[src/rtl/clk_mode_pkg.sv]
package clk_mode_pkg;
  typedef enum logic [1:0] {
    MODE_INT_PLL    = 2'd0,
    MODE_EXT_PLL    = 2'd1,
    MODE_OSC_DIRECT = 2'd2
  } clkMode_t;

  typedef enum logic [1:0] {
    TSRC_INTREF = 2'd0,
    TSRC_RC     = 2'd1,
    TSRC_OSC    = 2'd2
  } timerSrc_t;

  localparam logic ADDR_CTRL = 1'b0;
  localparam logic ADDR_DIV  = 1'b1;

  localparam int CTRL_OSC_EN  = 0;
  localparam int CTRL_PLL_SEL = 1;
  localparam int CTRL_TMR_LO  = 2;

  typedef struct packed {
    logic pllRun;
    logic oscRun;
    logic restart;
  } divCtl_t;
endpackage

[src/rtl/clk_mode_ctrl.sv]
module clk_mode_ctrl
  import clk_mode_pkg::*;
#(
  parameter int POSTDIV_W   = 4,
  parameter int POSTDIV_RST = 3
) (
  input  logic                 clk,
  input  logic                 rstN,
  input  logic                 wrEn,
  input  logic                 wrAddr,
  input  logic [POSTDIV_W-1:0] wrData,
  input  logic                 oscUp,
  input  logic                 lockPulse,
  output clkMode_t             mode,
  output logic                 pllLocked,
  output logic                 oscStart,
  output logic                 oscLost,
  output logic                 pllGateEn,
  output logic                 oscGateEn,
  output timerSrc_t            timerSel,
  output logic [POSTDIV_W-1:0] postDiv,
  output divCtl_t              divCtl
);
  logic       oscEn, pllSel;
  logic [1:0] tmrReq;
  logic       wrCtrl, wrDiv, oscOk;
  clkMode_t   modeNext;
  logic       lostSet;
  logic       curSrcOsc, swGap, wantOsc;

  assign wrCtrl = wrEn && (wrAddr == ADDR_CTRL);
  assign wrDiv  = wrEn && (wrAddr == ADDR_DIV);
  assign oscOk  = oscEn && oscUp;

  // software-visible settings
  always_ff @(posedge clk or negedge rstN) begin
    if (!rstN) begin
      oscEn   <= 1'b0;
      pllSel  <= 1'b1;
      tmrReq  <= 2'd0;
      postDiv <= POSTDIV_W'(POSTDIV_RST);
    end else begin
      if (wrCtrl) begin
        oscEn  <= wrData[CTRL_OSC_EN];
        pllSel <= wrData[CTRL_PLL_SEL];
        tmrReq <= wrData[CTRL_TMR_LO+1:CTRL_TMR_LO];
      end
      if (wrDiv) postDiv <= wrData;
    end
  end

  // lock flag: a divider change forces relock
  always_ff @(posedge clk or negedge rstN) begin
    if (!rstN)          pllLocked <= 1'b0;
    else if (wrDiv)     pllLocked <= 1'b0;
    else if (lockPulse) pllLocked <= 1'b1;
  end

  // configuration mode sequencer
  always_comb begin
    modeNext = mode;
    lostSet  = 1'b0;
    case (mode)
      MODE_INT_PLL: begin
        if (oscOk && !pllSel)                modeNext = MODE_OSC_DIRECT;
        else if (oscOk && pllSel && pllLocked) modeNext = MODE_EXT_PLL;
      end
      MODE_EXT_PLL: begin
        if (!oscOk) begin
          modeNext = MODE_INT_PLL;
          lostSet  = !oscUp;
        end else if (!pllSel) modeNext = MODE_OSC_DIRECT;
      end
      MODE_OSC_DIRECT: begin
        if (!oscOk) begin
          modeNext = MODE_INT_PLL;
          lostSet  = !oscUp;
        end else if (pllSel && pllLocked) modeNext = MODE_EXT_PLL;
      end
      default: modeNext = MODE_INT_PLL;
    endcase
  end

  always_ff @(posedge clk or negedge rstN) begin
    if (!rstN) begin
      mode    <= MODE_INT_PLL;
      oscLost <= 1'b0;
    end else begin
      mode <= modeNext;
      if (lostSet) oscLost <= 1'b1;
    end
  end

  // break-before-make source handshake
  assign wantOsc = (mode == MODE_OSC_DIRECT);

  always_ff @(posedge clk or negedge rstN) begin
    if (!rstN) begin
      curSrcOsc <= 1'b0;
      swGap     <= 1'b0;
    end else if (swGap) begin
      curSrcOsc <= wantOsc;
      swGap     <= 1'b0;
    end else if (wantOsc != curSrcOsc) begin
      swGap <= 1'b1;
    end
  end

  assign pllGateEn = !swGap && !curSrcOsc;
  assign oscGateEn = !swGap && curSrcOsc;
  assign oscStart  = oscEn;

  always_comb begin
    timerSel = TSRC_INTREF;
    if (tmrReq == 2'd1) timerSel = TSRC_RC;
    else if (tmrReq == 2'd2 && mode != MODE_INT_PLL) timerSel = TSRC_OSC;
  end

  assign divCtl.pllRun  = pllGateEn && pllLocked;
  assign divCtl.oscRun  = oscGateEn;
  assign divCtl.restart = wrDiv;
endmodule

[src/rtl/clk_mode_div.sv]
module clk_mode_div
  import clk_mode_pkg::*;
#(
  parameter int POSTDIV_W = 4
) (
  input  logic                 clk,
  input  logic                 rstN,
  input  divCtl_t              divCtl,
  input  logic [POSTDIV_W-1:0] postDiv,
  input  logic                 oscTick,
  output logic                 busEn
);
  localparam int CNT_W = POSTDIV_W + 1;

  logic [CNT_W-1:0] cnt, lastCnt;
  logic             oscPhase, pllHit, oscHit;

  // PLL clock = VCO/(postDiv+1), bus = half of that
  assign lastCnt = {postDiv, 1'b1};
  assign pllHit  = divCtl.pllRun && (cnt == lastCnt);

  always_ff @(posedge clk or negedge rstN) begin
    if (!rstN)                             cnt <= '0;
    else if (divCtl.restart || !divCtl.pllRun) cnt <= '0;
    else if (cnt == lastCnt)               cnt <= '0;
    else                                   cnt <= cnt + 1'b1;
  end

  always_ff @(posedge clk or negedge rstN) begin
    if (!rstN)               oscPhase <= 1'b0;
    else if (!divCtl.oscRun) oscPhase <= 1'b0;
    else if (oscTick)        oscPhase <= ~oscPhase;
  end

  assign oscHit = divCtl.oscRun && oscTick && oscPhase;
  assign busEn  = pllHit || oscHit;
endmodule

[src/rtl/clk_mode_seq.sv]
module clk_mode_seq
  import clk_mode_pkg::*;
#(
  parameter int POSTDIV_W   = 4,
  parameter int POSTDIV_RST = 3
) (
  input  logic                 clk,
  input  logic                 rstN,
  input  logic                 wrEn,
  input  logic                 wrAddr,
  input  logic [POSTDIV_W-1:0] wrData,
  input  logic                 oscUp,
  input  logic                 lockPulse,
  input  logic                 oscTick,
  output logic [1:0]           modeCode,
  output logic                 pllRefExt,
  output logic                 pllLocked,
  output logic                 oscStart,
  output logic                 oscLost,
  output logic                 pllGateEn,
  output logic                 oscGateEn,
  output logic                 busEn,
  output logic [1:0]           timerSrc
);
  clkMode_t             mode;
  timerSrc_t            timerSel;
  divCtl_t              divCtl;
  logic [POSTDIV_W-1:0] postDiv;

  clk_mode_ctrl #(.POSTDIV_W(POSTDIV_W), .POSTDIV_RST(POSTDIV_RST)) u_ctrl (
    .clk(clk), .rstN(rstN), .wrEn(wrEn), .wrAddr(wrAddr), .wrData(wrData),
    .oscUp(oscUp), .lockPulse(lockPulse), .mode(mode), .pllLocked(pllLocked),
    .oscStart(oscStart), .oscLost(oscLost), .pllGateEn(pllGateEn),
    .oscGateEn(oscGateEn), .timerSel(timerSel), .postDiv(postDiv), .divCtl(divCtl)
  );

  clk_mode_div #(.POSTDIV_W(POSTDIV_W)) u_div (
    .clk(clk), .rstN(rstN), .divCtl(divCtl), .postDiv(postDiv),
    .oscTick(oscTick), .busEn(busEn)
  );

  assign modeCode  = mode;
  assign pllRefExt = (mode == MODE_EXT_PLL);
  assign timerSrc  = timerSel;
endmodule

[config.mk]
export PLATFORM = sky130hd
export DESIGN_NAME = clk_mode_seq
export DESIGN_NICKNAME = d
export VERILOG_FILES = /design/src/rtl/clk_mode_pkg.sv /design/src/rtl/clk_mode_ctrl.sv /design/src/rtl/clk_mode_div.sv /design/src/rtl/clk_mode_seq.sv
export SDC_FILE = /design/constraint.sdc
export NUM_CORES = 1
export LEC_CHECK = 0
export BUFFER_PORTS_ARGS = -buffer_cell sky130_fd_sc_hd__clkbuf_2
export CORE_MARGIN = 4
export CORE_UTILIZATION = 52
export DETAILED_ROUTE_END_ITERATION = 10
export PLACE_DENSITY = 0.74
export SLEW_MARGIN = 20
export SYNTH_ARGS = -nofsm -noshare
export SYNTH_HDL_FRONTEND = slang
export SYNTH_SLANG_ARGS = --single-unit
[constraint.sdc]
create_clock -name clk -period 1.7 [get_ports clk]
set_input_delay 0.085 -clock clk [delete_from_list [all_inputs] [get_ports clk]]
set_output_delay 0.085 -clock clk [all_outputs]
set_load 0.05 [all_outputs]
# Yosys cells after proc, flatten, opt, wreduce, memory -nomap -nowiden
# Cells that the tools add are included.
[word_totals]
inputBits = 11
wordCells = 69
ff_bits = 20
out_inout_bits = 11
[op_classes]
eq_ne = 10
n_reduce_logical = 26
addsub = 1
mux = 19
bitwise_logic = 2
[ops]
columns = ["cell", "count"]
rows = [
  ["two-way mux 2 bit", 8],
  ["logical AND 1 bit", 14],
  ["two-way mux 5 bit", 2],
  ["two-way mux 1 bit", 8],
  ["!= test 3 bit (second input constant)", 2],
  ["case mux 2 bit (3 select lines)", 1],
  ["adder 5 x 1 -> 5 bit (second input constant)", 1],
  ["== test 5 bit", 1],
  ["logical NOT 1 bit", 5],
  ["== test 2 x 1 -> 1 bit (second input constant)", 2],
  ["== test 2 bit (second input constant)", 2],
  ["nonzero test 2 bit", 2],
  ["!= test 3 x 1 -> 1 bit (second input constant)", 1],
  ["AND reduction 3 bit", 1],
  ["logical NOT 2 bit", 1],
  ["logical OR 1 bit", 2],
  ["!= test 2 bit (second input constant)", 1],
  ["NOT 1 bit", 2],
  ["OR reduction 2 bit", 1],
  ["!= test 1 bit", 1],
]

# Logic depth before layout (Yosys ltp)
[depth]
ltp_word = 6
mapped_depth = 5
depth_no_buf = 5

# Cells and area by module
# Synthesis repeated with hierarchy kept, for this count alone.
[hier_totals]
cells_unflattened = 92
hier_area_um2 = 1038.5
[modules_own_cells]
columns = ["mod", "seq_area_each_um2", "cells_per_inst", "area_per_inst_um2", "instances"]
rows = [
  ["clk_mode_ctrl", 354.1, 61, 691.9, 1],
  ["clk_mode_div", 150.1, 30, 332.8, 1],
  ["clk_mode_seq", 0.0, 1, 13.8, 1],
]

# Least setup slack after synthesis
# OpenSTA, ideal clock, no wires.
[synth_path]
path_type = "register -> output"
start = "register u_ctrl.swGap"
end = "output port busEn"
stages_incl_launch_ff = 4
arrival_time_ps = 2429
required_time_ps = 1615
slack_ps = -814
path_buffers = 0
path_cell_list = "dfrtp_1 nor2_1 nand2_1 o31ai_1"
[synth_via]
elab_chain_len = 5
word_cells_on_any_way = 8
classes_between = "reduce/logical (8)"
[synth_rtl]
columns = ["item", "line", "text"]
rows = [
  ["start: declaration", "clk_mode_ctrl.sv:29", "logic curSrcOsc, swGap, wantOsc;"],
  ["start signal: assignment", "clk_mode_ctrl.sv:100", "swGap <= 1'b0;"],
  ["start signal: assignment", "clk_mode_ctrl.sv:103", "swGap <= 1'b0;"],
  ["start signal: assignment", "clk_mode_ctrl.sv:105", "swGap <= 1'b1;"],
  ["logical NOT 1 bit", "clk_mode_ctrl.sv:109", "assign pllGateEn = !swGap && !curSrcOsc;"],
  ["logical AND 1 bit", "clk_mode_ctrl.sv:109", ""],
  ["net pllGateEn", "clk_mode_seq.sv:20", "output logic pllGateEn,"],
  ["logical AND 1 bit", "clk_mode_ctrl.sv:119", "assign divCtl.pllRun = pllGateEn && pllLocked;"],
  ["logical AND 1 bit", "clk_mode_div.sv:20", "assign pllHit = divCtl.pllRun && (cnt == lastCnt);"],
  ["logical OR 1 bit", "clk_mode_div.sv:36", "assign busEn = pllHit || oscHit;"],
  ["end: declaration", "clk_mode_seq.sv:22", "output logic busEn,"],
]
# The timed path passes the listed nets, and every way through them passes these cells.

# Final worst setup path
[layout_path]
start = "register u_ctrl.postDiv[0]"
end = "output port busEn"
[layout_via]
elab_chain_len = 3
[layout_rtl]
columns = ["item", "line", "text"]
rows = [
  ["start: declaration", "clk_mode_ctrl.sv:21", "output logic [POSTDIV_W-1:0] postDiv,"],
  ["start signal: assignment", "clk_mode_ctrl.sv:41", "postDiv <= POSTDIV_W'(POSTDIV_RST);"],
  ["start signal: assignment", "clk_mode_ctrl.sv:48", "if (wrDiv) postDiv <= wrData;"],
  ["== test 5 bit", "clk_mode_div.sv:20", ""],
  ["logical AND 1 bit", "clk_mode_div.sv:20", ""],
  ["logical OR 1 bit", "clk_mode_div.sv:36", ""],
]
# Every way passes these cells.

==> flow_summary.toml <==
[status]
status = "finished clean"

[placement]
gp_congestion = 0.858
port_buffers = 21
dp_hpwl_um = 1480
dp_cells = 138

[synthesis]
synth_nets = 107
avgSynthCellArea_um2 = 11.0
synth-seq-cells = 20
ys_warn_count = 0
yosysSeqAreaShare_pct = 50.6
synth_edf_count = 0
ys_async_sr_fraction_pct = 100
syn_inst = 91
synth_cell_types = 27
syn-cell-area_um2 = 997
synth_ff_type = "dfrtp_1"

[cts]
cts_buffers = 3
insertion_delay_ns = 0.30
cts_tree = "yes"
htreeDepth = 1
clkSinkCount = 20
clk_pin_slew_ns = 0.11
root_buffer = "clkbuf_4"
clockBufferDepth = 2

[global_route]
antenna_found_initial = 0
track_usage_pct = 17.1
overflow = 0
grt_pass1_vias = 759
grt_max_degree = 21
grt_pass1_wl_um = 3290

[sta]
tightest_slew_ns = 0.475
final.setup_skew_ns = 0.00767
fmax_ghz = 0.598
drv_slew = 0
rsz0062_at_grt = "true"
timing.hold.ws_ns = 0.0277
fin_crit_sh_pct = 98.3
finalHoldViolCount = 0
slew_headroom_pct = 68.3
fin_crit_ns = 1.67
final-setup-viol-count = 0

[setup_path]
cp_num_buf_inv = 1
setup.worst_path.start_class = "flip-flop"
cp_max_fo = 2
max_stage_delay_ns = 0.56
arrival_ns = 1.59
crit_slowest_cell = "dfstp_2"
crit_type = "reg -> out"
required_ns = 1.62
cpLargestDelayFamily = "flip-flops"
endpoint_kind = "primary output"
path_cells = "xnor2_1, nand4_1, o31ai_4, buf_8"

[floorplan]
die_y_um = 51.8
dieArea_um2 = 2680
start_util_pct = 56.5
io_pins = 22
rows = 15
die_width_um = 51.8
fp.coreArea_um2 = 1760

[route]
first_pass_iters = 2
drt_iter0_drc = 2
ant_nets = 0
wl_per_cell_um = 12.8
drt-total-wl_um = 1890
drcViolationCount = 0
vias = 753
drt-vias-per-instance = 5.09

[pwr]
pwr_density_cell_nw_per_um2 = 1520
irDropWorstVdd_v = 0.000957
leakage_nw = 0.602

[layout]
fin_cells = 148
multi_input_area_um2 = 499
nets = 140
mostFrequentLayoutCell = "clkbuf_2"
fill_cells = 143
layout_common_cells = "clkbuf_2, dfrtp_1, inv_1, nor2_1, mux2_2"
area_growth_pct = 30.4
regArea_um2 = 507
antennaDiodeCount = 0
drive_gt1_share_pct = 40.7

[hold_path]
hp-class = "in -> reg"

[flow_run]
cap_violations = 0
==> state kept, by name, summed over array words and instances (netlist names) <==
name / cells
u_ctrl.curSrcOsc: 1
u_ctrl.swGap: 1
u_ctrl.pllLocked: 1
u_ctrl.postDiv: 4
u_ctrl.tmrReq: 2
u_ctrl.oscLost: 1
u_div.oscPhase: 1
u_div.cnt: 5
u_ctrl.pllSel: 1
u_ctrl.mode: 2
u_ctrl.oscStart: 1
==> routing by layer <==
metal | track usage (%) | routed length (um) | up-vias
met1 | 21.3 | 822 | 361
met4 | 6.55 | 28 | 0
met2 | 28.8 | 942 | 18
met5 | 0 | 0 | -
met3 | 3.44 | 95 | 4
li1 | - | - | 370
==> synth_stat cells, drive strengths merged, types with 2 or more instances <==
library cell | n | area share [%]
a21oi | 4 | 2.0
mux2 | 9 | 10
ha | 5 | 6.3
nand2 | 7 | 2.9
nand3 | 5 | 2.5
dfrtp | 17 | 43
nor2b | 2 | 1.3
nor3 | 2 | 1.5
xnor2 | 6 | 5.3
o21ai | 3 | 1.5
inv | 8 | 3.0
xor2 | 2 | 1.8
dfstp | 3 | 7.9
nor2 | 8 | 3.0
==> cells by family (layout without fill, tap and decap cells) <==
logic type,Yosys count,count (layout),share of synthesized area [%]
AO/OA/AOI/OAI,14,14,9.79
adder cells (fa/ha/maj),5,5,6.27
multiplexers,9,9,10.2
flip-flops,20,20,50.6
AND/OR/NAND/NOR,27,27,13.2
buffers and inverters,8,40,3.01
XOR/XNOR,8,8,7.03
==> power breakdown <==
| group | total, mW | internal [mW] | switching (mW) |
|---|---|---|---|
| Clock | 0.380 | 0.238 | 0.142 |
| Combinational | 0.893 | 0.323 | 0.570 |
| Sequential | 0.697 | 0.585 | 0.112 |
| Total | 1.97 | 1.15 | 0.824 |
==> area by class of cell <==
class                           instances  area share (%)
Tap cell                               25            2.41
Clock buffer                            3            1.73
Timing Repair Buffer                   28            13.9
Clock inverter                          1            2.31
Sequential cell                        20            39.0
Multi-Input combinational cell         63            38.4
Inverter                                8            2.31
==> final timing paths <==
kind                                                     from                            to  slack (ns)  depth (start not counted)
min in group asynchronous                                rstN        u_div.cnt[2]$_DFF_PN0_        0.26                          2
worst max register to register  u_ctrl.postDiv[0]$_DFFE_PN1P_        u_div.cnt[4]$_DFF_PN0_        0.09                          6
worst min register to register     u_ctrl.oscLost$_DFFE_PN0P_    u_ctrl.oscLost$_DFFE_PN0P_        0.48                          1
worst min-delay path                                wrData[3]  u_ctrl.tmrReq[1]$_DFFE_PN0P_        0.03                          2
max in group asynchronous                                rstN    u_ctrl.mode[0]$_DFFE_PN0P_        1.09                          2
worst max-delay path            u_ctrl.postDiv[0]$_DFFE_PN1P_                         busEn        0.03                          4
==> metrics by stage <==
stage	setup WS, ns	total power, mW	instance area, um^2	setup TNS [ns]	util (%)
2_1_floorplan	0.0266	1.39	1030	0	-
3_3_place_gp	0.129	1.55	1180	0	66.7
6_report	0.0290	1.97	1300	0	73.7
4_1_cts	0.0193	1.97	1280	0	72.3
3_5_place_dp	0.0935	1.58	1180	0	66.7
5_1_grt	-0.0489	2.10	1300	-0.0489	73.7
==> what timing repair did <==
action                                  in CTS  in global routing
endpoints found under the setup margin       1                  4
hold endpoints to repair                    19                  1
hold buffers                                 3                  1
pin swaps                                    2                  1
cloned                                       0                  0
setup buffers                                1                  1
gates resized for setup                      2                  4
Power figures use the tool's default switching activity.
